$ cat src/rtl/fk_pkg.sv
package fk_pkg;
   localparam int IRQ_N     = 7;
   localparam int B_FIN     = 0;
   localparam int B_TEAR    = 1;
   localparam int B_DONE    = 2;
   localparam int B_RXOVF   = 3;
   localparam int B_TXEMPTY = 4;
   localparam int B_TXOVF   = 5;
   localparam int B_TXTHR   = 6;
endpackage

$ cat src/rtl/te_edge_sync.sv
module te_edge_sync #(
   parameter int STAGES = 2
) (
   input  logic clk,
   input  logic rst_n,
   input  logic te_in,
   input  logic pol_rise,
   output logic edge_hit
);
   logic [STAGES-1:0] sh;
   logic              prev;

   if (STAGES < 2) begin : g_bad_stages
      $error("te_edge_sync needs at least two synchronizer stages");
   end

   for (genvar i = 0; i < STAGES; i++) begin : g_stage
      if (i == 0) begin : g_first
         always_ff @(posedge clk or negedge rst_n) begin
            if (!rst_n) sh[0] <= 1'b0;
            else        sh[0] <= te_in;
         end
      end else begin : g_rest
         always_ff @(posedge clk or negedge rst_n) begin
            if (!rst_n) sh[i] <= 1'b0;
            else        sh[i] <= sh[i-1];
         end
      end
   end

   always_ff @(posedge clk or negedge rst_n) begin
      if (!rst_n) prev <= 1'b0;
      else        prev <= sh[STAGES-1];
   end

   // Edge is taken between the settled stage and its one-cycle-old copy.
   assign edge_hit = pol_rise ? (sh[STAGES-1] & ~prev) : (~sh[STAGES-1] & prev);
endmodule

$ cat src/rtl/xfer_seq.sv
module xfer_seq #(
   parameter int CNT_W = 16
) (
   input  logic             clk,
   input  logic             rst_n,
   input  logic             tear_en,
   input  logic             te_edge,
   input  logic             sw_start,
   input  logic             byte_acc,
   input  logic [CNT_W-1:0] total,
   output logic             busy,
   output logic             by_te,
   output logic             done_ev,
   output logic             fin_ev
);
   logic [CNT_W-1:0] cnt;
   logic [CNT_W:0]   cnt_next;
   logic             start, last;

   if (CNT_W < 1) begin : g_bad_cnt
      $error("xfer_seq counter width must be positive");
   end

   assign start    = !busy && (tear_en ? te_edge : sw_start);
   assign cnt_next = {1'b0, cnt} + {{CNT_W{1'b0}}, 1'b1};
   assign last     = busy && byte_acc && (cnt_next >= {1'b0, total});
   assign done_ev  = last;
   assign fin_ev   = last && !by_te;

   always_ff @(posedge clk or negedge rst_n) begin
      if (!rst_n) begin
         busy  <= 1'b0;
         by_te <= 1'b0;
         cnt   <= '0;
      end else if (start) begin
         busy  <= 1'b1;
         by_te <= tear_en;
         cnt   <= '0;
      end else if (last) begin
         busy  <= 1'b0;
         cnt   <= '0;
      end else if (busy && byte_acc) begin
         cnt   <= cnt_next[CNT_W-1:0];
      end
   end
endmodule

$ cat src/rtl/fifo_event_mon.sv
module fifo_event_mon #(
   parameter int DEPTH = 128,
   parameter int LVL_W = $clog2(DEPTH + 1)
) (
   input  logic             busy,
   input  logic             dir_rx,
   input  logic             push,
   input  logic [LVL_W-1:0] level,
   input  logic [LVL_W-1:0] thresh,
   output logic             tx_empty,
   output logic             tx_thr,
   output logic             tx_ovf,
   output logic             rx_ovf
);
   localparam logic [LVL_W-1:0] FULL = LVL_W'(DEPTH);
   logic at_full;

   if (DEPTH < 2) begin : g_bad_depth
      $error("fifo_event_mon depth must be at least 2");
   end

   assign at_full  = (level == FULL);
   assign tx_empty = busy && !dir_rx && (level == '0);
   assign tx_thr   = busy && !dir_rx && (level <= thresh);
   assign tx_ovf   = busy && !dir_rx && push && at_full;
   assign rx_ovf   = busy &&  dir_rx && push && at_full;
endmodule

$ cat src/rtl/irq_bank.sv
module irq_bank #(
   parameter int N = 7
) (
   input  logic         clk,
   input  logic         rst_n,
   input  logic [N-1:0] set,
   input  logic [N-1:0] clr,
   input  logic [N-1:0] mask,
   output logic [N-1:0] status,
   output logic         irq
);
   for (genvar i = 0; i < N; i++) begin : g_bit
      always_ff @(posedge clk or negedge rst_n) begin
         if (!rst_n)      status[i] <= 1'b0;
         else if (set[i]) status[i] <= 1'b1;
         else if (clr[i]) status[i] <= 1'b0;
      end
   end
   assign irq = |(status & mask);
endmodule

$ cat src/rtl/frame_kick_irq_ctrl.sv
module frame_kick_irq_ctrl
   import fk_pkg::*;
#(
   parameter int FIFO_DEPTH  = 128,
   parameter int CNT_W       = 16,
   parameter int SYNC_STAGES = 2,
   parameter int LVL_W       = $clog2(FIFO_DEPTH + 1)
) (
   input  logic             clk,
   input  logic             rst_n,
   input  logic             cfg_tear_en,
   input  logic             cfg_tear_pol,
   input  logic             te_in,
   input  logic             sw_start,
   input  logic [CNT_W-1:0] cfg_total,
   input  logic             byte_acc,
   input  logic             dir_rx,
   input  logic [LVL_W-1:0] fifo_level,
   input  logic [LVL_W-1:0] cfg_thresh,
   input  logic             fifo_push,
   input  logic [IRQ_N-1:0] irq_mask,
   input  logic [IRQ_N-1:0] irq_clr,
   output logic             busy,
   output logic [IRQ_N-1:0] irq_status,
   output logic             irq
);
   logic te_edge, by_te, done_ev, fin_ev;
   logic tx_empty, tx_thr, tx_ovf, rx_ovf;
   logic [IRQ_N-1:0] ev_set;

   te_edge_sync #(.STAGES(SYNC_STAGES)) u_te (
      .clk(clk), .rst_n(rst_n), .te_in(te_in),
      .pol_rise(cfg_tear_pol), .edge_hit(te_edge)
   );

   xfer_seq #(.CNT_W(CNT_W)) u_seq (
      .clk(clk), .rst_n(rst_n), .tear_en(cfg_tear_en), .te_edge(te_edge),
      .sw_start(sw_start), .byte_acc(byte_acc), .total(cfg_total),
      .busy(busy), .by_te(by_te), .done_ev(done_ev), .fin_ev(fin_ev)
   );

   fifo_event_mon #(.DEPTH(FIFO_DEPTH), .LVL_W(LVL_W)) u_fmon (
      .busy(busy), .dir_rx(dir_rx), .push(fifo_push), .level(fifo_level),
      .thresh(cfg_thresh), .tx_empty(tx_empty), .tx_thr(tx_thr),
      .tx_ovf(tx_ovf), .rx_ovf(rx_ovf)
   );

   always_comb begin
      ev_set            = '0;
      ev_set[B_FIN]     = fin_ev;
      ev_set[B_TEAR]    = cfg_tear_en && te_edge;
      ev_set[B_DONE]    = done_ev;
      ev_set[B_RXOVF]   = rx_ovf;
      ev_set[B_TXEMPTY] = tx_empty;
      ev_set[B_TXOVF]   = tx_ovf;
      ev_set[B_TXTHR]   = tx_thr;
   end

   irq_bank #(.N(IRQ_N)) u_irq (
      .clk(clk), .rst_n(rst_n), .set(ev_set), .clr(irq_clr),
      .mask(irq_mask), .status(irq_status), .irq(irq)
   );
endmodule

$ cat config.mk
export PLATFORM = sky130hd
export DESIGN_NAME = frame_kick_irq_ctrl
export DESIGN_NICKNAME = d
export VERILOG_FILES = /design/src/rtl/fk_pkg.sv /design/src/rtl/te_edge_sync.sv /design/src/rtl/xfer_seq.sv /design/src/rtl/fifo_event_mon.sv /design/src/rtl/irq_bank.sv /design/src/rtl/frame_kick_irq_ctrl.sv
export SDC_FILE = /design/constraint.sdc
export NUM_CORES = 1
export LEC_CHECK = 0
export BUFFER_PORTS_ARGS = -buffer_cell sky130_fd_sc_hd__buf_4
export CORE_ASPECT_RATIO = 1.1
export CORE_MARGIN = 1.5
export CORE_UTILIZATION = 57
export CTS_CLUSTER_DIAMETER = 50
export DETAILED_ROUTE_END_ITERATION = 16
export PLACE_DENSITY = 0.85
export SETUP_SLACK_MARGIN = 0.05
export SKIP_LAST_GASP = 1
export SLEW_MARGIN = 30
export SYNTH_ARGS = -nofsm -noshare
export SYNTH_HDL_FRONTEND = slang
export SYNTH_HIERARCHICAL = 1
export SYNTH_SLANG_ARGS = --single-unit
$ cat constraint.sdc
create_clock -name clk -period 4.9 [get_ports clk]
set_input_delay 0.735 -clock clk [delete_from_list [all_inputs] [get_ports clk]]
set_output_delay 0.735 -clock clk [all_outputs]
set_load 0.02 [all_outputs]
==> results of run 1 <==
per-stage QoR:
step	instances	util (%)	worst slack [ps]	instance area [µm²]
detailed placement	373	70.9	1090	2770
global route	376	71.9	753	2810
floorplan	267	-	1680	2300
global placement	373	70.8	1240	2760
CTS	376	71.9	1080	2810
finish	376	71.9	1030	2810
cells in the final DEF (no fill, tap or decap), drive strengths merged, types with 7 or more instances in the layout:
cell type   n
buf        63
inv        35
dfrtp      28
nand2      25
ha         25
nand3      23
a21oi      21
nor2       17
o21ai      13
a21o       10
nor3       10
xnor2       7
nand4       7
xor2        7
layout make-up:
cell class	count	area, µm²	share of cell area (%)
multi-input combinational	195	1400	49.7
sequential	28	701	25.0
timing repair buffer	63	473	16.8
inverter	35	131	4.68
tap	52	65.1	2.32
clock buffer	3	41.3	1.47
state kept, by name, indices dropped and copies added (netlist names):
name and cells:
u_irq/status 7, u_te/prev 1, u_te/sh 2, u_seq/cnt 16, u_seq/busy 1, u_seq/by_te 1
layer usage:
layer / up-vias / wire length [µm]
li1: 1040 / -
met4: 0 / 78
met5: - / 0
met1: 970 / 2190
met2: 82 / 2490
met3: 9 / 336
how the worst max path moves through the flow:
stage                             start                         to  slack, ps
2_1_floorplan  u_seq/cnt[0]$_DFFE_PN0P_  u_seq/cnt[12]$_DFFE_PN0P_       1680
3_3_place_gp   u_seq/cnt[0]$_DFFE_PN0P_  u_seq/cnt[12]$_DFFE_PN0P_       1240
3_5_place_dp   u_seq/cnt[0]$_DFFE_PN0P_  u_seq/cnt[12]$_DFFE_PN0P_       1090
4_1_cts        u_seq/cnt[0]$_DFFE_PN0P_  u_seq/cnt[12]$_DFFE_PN0P_       1080
5_1_grt        u_seq/cnt[0]$_DFFE_PN0P_  u_seq/cnt[12]$_DFFE_PN0P_        750
6_report       u_seq/cnt[0]$_DFFE_PN0P_  u_seq/cnt[12]$_DFFE_PN0P_       1030
power breakdown:
group,switching (mW),leakage [nW],internal [mW]
Clock,0.0717,0.0216,0.0555
Combinational,0.138,1.11,0.130
Sequential,0.0632,0.361,0.261
Total,0.273,1.49,0.447
cells by family (layout without fill, tap and decap cells):
family	count (synthesis)	after routing	synth area share [%]
multiplexers	1	1	0.436
flip-flops	28	28	30.5
buffers and inverters	44	101	8.87
AND/OR/NAND/NOR	100	100	24.8
AO/OA/AOI/OAI	55	55	15.8
adder cells (fa/ha/maj)	25	25	13.6
XOR/XNOR	14	14	5.99
worst register-to-register path: cells and delay by family, from the launching register on:
kind	cells	cell delay (ps)
xor gates and xnor gates	1	170
and+or+nand+nor	5	1600
AOI/OAI and AO/OA	4	930
DFF	1	470
adders and majority gates	2	610
==> results.py, run 1 <==
metrics = {
    "die": {
        "num_rows": 24,
        "die_h_um": 69.6,
        "core_area_mm2": 0.00390,
        "initial_utilization_pct": 58.9,
        "dieArea_mm2": 0.00442,
        "die_w_um": 63.5,
        "io_pins": 64,
    },
    "routing": {
        "drc": 0,
        "initialDrtViolationCount": 133,
        "drt-pass1-iter-count": 5,
        "drt-wirelength-per-cell_um": 13.5,
        "viasPerCell": 5.59,
        "num_vias": 2101,
        "drt_wl_total_um": 5090,
        "antenna_left": 0,
    },
    "place": {
        "hpwl_um": 4030,
        "place_congestion": 0.836,
        "io_buffers": 63,
    },
    "global_routing": {
        "grt_use_met3_pct": 3.57,
        "met2_usage_pct": 43.3,
        "grt_pass1_vias": 2057,
        "met1_usage_pct": 31.5,
        "grt_pass1_wl_um": 8870,
        "grt_max_degree": 29,
        "antenna_found_initial": 0,
        "gr-total-overflow": 0,
        "grt-busiest-layer": "met2",
        "track_usage_pct": 24.8,
    },
    "power": {
        "power.leakage_nw": 1.49,
        "pwr_density_cell_mw_per_mm2": 257,
        "vdd_drop_max_mv": 0.211,
        "power_mw": 0.720,
    },
    "timing": {
        "whs_ps": 358,
        "period_needed_ps": 3870,
        "fmax_ghz": 0.258,
        "grt_setup_unrepaired": "no",
        "clock_skew_ps": 2.88,
        "hold_viol": 0,
        "tns_ps": 0,
        "max-slew-margin-rel_pct": 44.2,
        "maxSlewViolCount": 0,
        "period_share_pct": 79.0,
        "worstMarginPinSlew_ps": 834,
        "finalSetupViolCount": 0,
    },
    "setup_path": {
        "arrival_ps": 4060,
        "start_kind": "register",
        "worstPathBufferInverterCount": 0,
        "crit_fanout": 19,
        "setup.worst_path.end_class": "register",
        "rr_endpoint": "u_seq/cnt[12]$_DFFE_PN0P_",
        "cpPeakStageDelay_ps": 710,
        "critPathSlowestCell": "nor3b_4",
        "required_ps": 5090,
        "rr_worst_depth": 12,
        "rrSetupSlack_ps": 1030,
        "path_cells": "ha_1 -> nand4_4 -> nor3_1 -> nand3_1 -> xnor2_1 -> ha_1 -> a21o_1 -> a21o_1 -> a211oi_1 -> nor3b_4 -> nor2_2 -> a2111oi_4",
        "worst_r2r_startpoint": "u_seq/cnt[0]$_DFFE_PN0P_",
        "cp.depth": 12,
        "path_class": "register to register",
        "path_delay_family": "simple AND/OR/NAND/NOR gates",
    },
    "synthesis": {
        "yosys.area.top_type": "dfrtp_1",
        "yosys-top-cells-count": "inv_1, dfrtp_1, ha_1, nand2_1",
        "synth_edf_count": 0,
        "synth.cell_area_mm2": 0.00230,
        "synth.most_common_cell": "inv_1",
        "ys_types": 50,
        "synth_top_area_share_pct": 30.5,
        "syn_nets": 347,
        "synth_warnings": 6,
        "synthTopCellsByArea": "dfrtp_1, ha_1, inv_1",
        "yosysSeqAreaShare_pct": 30.5,
        "synthFlopType": "dfrtp_1",
        "synth_cells": 267,
        "ys_ff_latch": 28,
        "syn_avg_cell_area_um2": 8.61,
        "synth-async-reset-ratio_pct": 100,
    },
    "cts": {
        "ctsLongestPathBuffers": 2,
        "h-tree-depth": 1,
        "clk_pin_slew_worst_paths_ps": 90,
        "clockRootBuffer": "clkbuf_8",
        "cts_made_buffers": 3,
        "cts_setup_buffers": 0,
        "clock_latency_ps": 280,
        "cts_tree": "done",
        "cts_resized": 0,
        "cts_hold_buf": 0,
        "cts_sinks": 28,
    },
    "cells_and_area": {
        "final_layout_size_suffix_gt1_share_pct": 25.9,
        "final.fill_count": 308,
        "syn_to_final_growth_pct": 22.2,
        "fin_nets": 406,
        "diodes": 0,
    },
    "flow_run": {
        "cap_violations": 0,
    },
    "worst_hold_path": {
        "hold_path_class": "input port to async pin",
    },
    "run_status": {
        "outcome": "finished clean",
    },
}
Power figures use the tool's default switching activity.
==> run 2: changes to the inputs <==
--- a/config.mk
+++ b/config.mk
@@ -8,10 +8,10 @@
 export BUFFER_PORTS_ARGS = -buffer_cell sky130_fd_sc_hd__buf_4
 export CORE_ASPECT_RATIO = 1.1
 export CORE_MARGIN = 1.5
-export CORE_UTILIZATION = 57
+export CORE_UTILIZATION = 48
 export CTS_CLUSTER_DIAMETER = 50
 export DETAILED_ROUTE_END_ITERATION = 16
-export PLACE_DENSITY = 0.85
+export PLACE_DENSITY = 0.76
 export SETUP_SLACK_MARGIN = 0.05
 export SKIP_LAST_GASP = 1
 export SLEW_MARGIN = 30
==> constraint.sdc (replaced) <==
create_clock -name clk -period 3.52 [get_ports clk]
set_input_delay 0.528 -clock clk [delete_from_list [all_inputs] [get_ports clk]]
set_output_delay 0.528 -clock clk [all_outputs]
set_load 0.02 [all_outputs]
==> results.py, run 2 (synthesis gave the netlist of run 1 again) <==
metrics = {
    "place": {
        "place_congestion": 0.850,
        "hpwl_um": 4050,
        "io_buffers": 63,
        "place_area_mm2": 0.00280,
        "placed_cells": 381,
    },
    "routing": {
        "drt_wl_total_um": 5080,
        "drc": 0,
        "initialDrtViolationCount": 109,
        "drt-wirelength-per-cell_um": 13.2,
        "antenna_left": 0,
        "drt-pass1-iter-count": 4,
        "num_vias": 2077,
        "viasPerCell": 5.39,
    },
    "cells_and_area": {
        "final_common_cell": "buf_4",
        "mostFrequentLayoutCells": "buf_4, inv_1, dfrtp_1, nand2_1, ha_1",
        "final_layout_size_suffix_gt1_share_pct": 27.4,
        "regMostFlops": "u_seq/cnt",
        "fin_nets": 410,
        "top_regs": "u_seq/cnt: 16 flops, u_irq/status: 7 flops, u_te/sh: 2 flops",
        "diodes": 0,
        "largest_register_ffs": 16,
        "final_cells": 385,
        "final_util_pct": 61.9,
        "syn_to_final_growth_pct": 24.5,
        "stdcell_area_mm2": 0.00286,
    },
    "die": {
        "dieArea_mm2": 0.00521,
        "initial_utilization_pct": 49.8,
        "core_area_mm2": 0.00462,
        "die_w_um": 69.0,
        "num_rows": 26,
        "io_pins": 64,
        "die_h_um": 75.6,
    },
    "cts": {
        "cts_tree": "done",
        "ctsLongestPathBuffers": 2,
        "clockRootBuffer": "clkbuf_8",
        "clock_latency_ps": 270,
        "cts_hold_buf": 0,
        "clk_pin_slew_worst_paths_ps": 100,
        "cts_setup_buffers": 0,
        "cts_resized": 0,
        "cts_made_buffers": 3,
        "h-tree-depth": 1,
        "cts_sinks": 28,
    },
    "timing": {
        "fmax_ghz": 0.314,
        "clock_skew_ps": 1.67,
        "grt_setup_unrepaired": "no",
        "period_needed_ps": 3190,
        "period_share_pct": 90.6,
        "hold_viol": 0,
        "finalSetupViolCount": 0,
        "maxSlewViolCount": 0,
        "worstMarginPinSlew_ps": 859,
        "whs_ps": 154,
        "max-slew-margin-rel_pct": 42.5,
        "tns_ps": 0,
    },
    "setup_path": {
        "path_class": "register to register",
        "required_ps": 3720,
        "crit_start": "u_seq/cnt[5]$_DFFE_PN0P_",
        "worstPathBufferInverterCount": 1,
        "crit_fanout": 10,
        "path_delay_family": "simple AND/OR/NAND/NOR gates",
        "rr_endpoint": "u_seq/cnt[1]$_DFFE_PN0P_",
        "start_kind": "register",
        "arrival_ps": 3390,
        "setup.worst_path.end_class": "register",
        "rr_worst_depth": 12,
        "cpPeakStageDelay_ps": 500,
        "worst_path_most_repeated_cell": "nand3_1",
        "path_cells": "nand4_2 -> or3_1 -> nor3_4 -> xor2_2 -> ha_1 -> nand3_1 -> nor2_1 -> a211oi_1 -> nor3b_4 -> buf_4 -> nand3_1 -> a21oi_1",
        "critPathSlowestCell": "dfrtp_1",
        "rrSetupSlack_ps": 330,
        "worst_r2r_startpoint": "u_seq/cnt[5]$_DFFE_PN0P_",
    },
    "global_routing": {
        "grt_pass1_wl_um": 8620,
        "grt_pass1_vias": 2055,
        "track_usage_pct": 21.4,
        "antenna_found_initial": 0,
        "gr-total-overflow": 0,
        "grt_max_degree": 29,
    },
    "flow_run": {
        "cap_violations": 0,
    },
    "power": {
        "pwr_density_cell_mw_per_mm2": 358,
        "power.leakage_nw": 1.52,
        "vdd_drop_max_mv": 0.268,
    },
    "worst_hold_path": {
        "hold_path_class": "input port to async pin",
    },
    "run_status": {
        "outcome": "finished clean",
    },
}
-- run 2: cell count changes in the layout (fill, tap and decap cells not counted) --
cell and delta:
buf_4 +4, ha_2 +1, nor3_2 +1, nor2_1 +1, nor3_1 -1, clkbuf_8 +1, nor2_2 -1, ha_1 -1
-- run 2: final cells by class --
cell class / count / area [µm²]
Timing Repair Buffer: 67 / 503
Fill cell: 418 / 1760
Multi-Input combinational cell: 195 / 1400
Inverter: 35 / 131
Clock buffer: 4 / 55.1
Tap cell: 56 / 70.1
Sequential cell: 28 / 701
-- run 2: worst max-delay path by stage --
stage / end / slack [ps] / depth (start not counted)
finish: u_seq/cnt[1]$_DFFE_PN0P_ / 330 / 12
global route: u_seq/cnt[1]$_DFFE_PN0P_ / 90 / 12
CTS: u_seq/cnt[1]$_DFFE_PN0P_ / 240 / 13
floorplan: u_seq/cnt[12]$_DFFE_PN0P_ / 300 / 12
detailed placement: u_seq/cnt[1]$_DFFE_PN0P_ / 300 / 13
global placement: u_seq/cnt[10]$_DFFE_PN0P_ / 440 / 13
-- run 2: routing by layer --
metal,track usage (%),vias up,part of all wire [%]
met2,36.9,69,48
met4,6.54,0,0.71
met5,0,-,0
met1,27.3,957,45
li1,-,1047,-
met3,3.84,4,6.4
-- run 2: metrics by stage --
stage | total power [mW] | worst slack (ps)
2_1_floorplan | 0.709 | 305
3_3_place_gp | 0.810 | 439
3_5_place_dp | 0.823 | 300
4_1_cts | 1.03 | 242
5_1_grt | 1.11 | 87.6
6_report | 1.02 | 332
-- run 2: power breakdown --
group	total [mW]	internal, mW	switching (mW)
clock network	0.202	0.100	0.101
registers	0.450	0.364	0.0863
logic	0.372	0.183	0.189
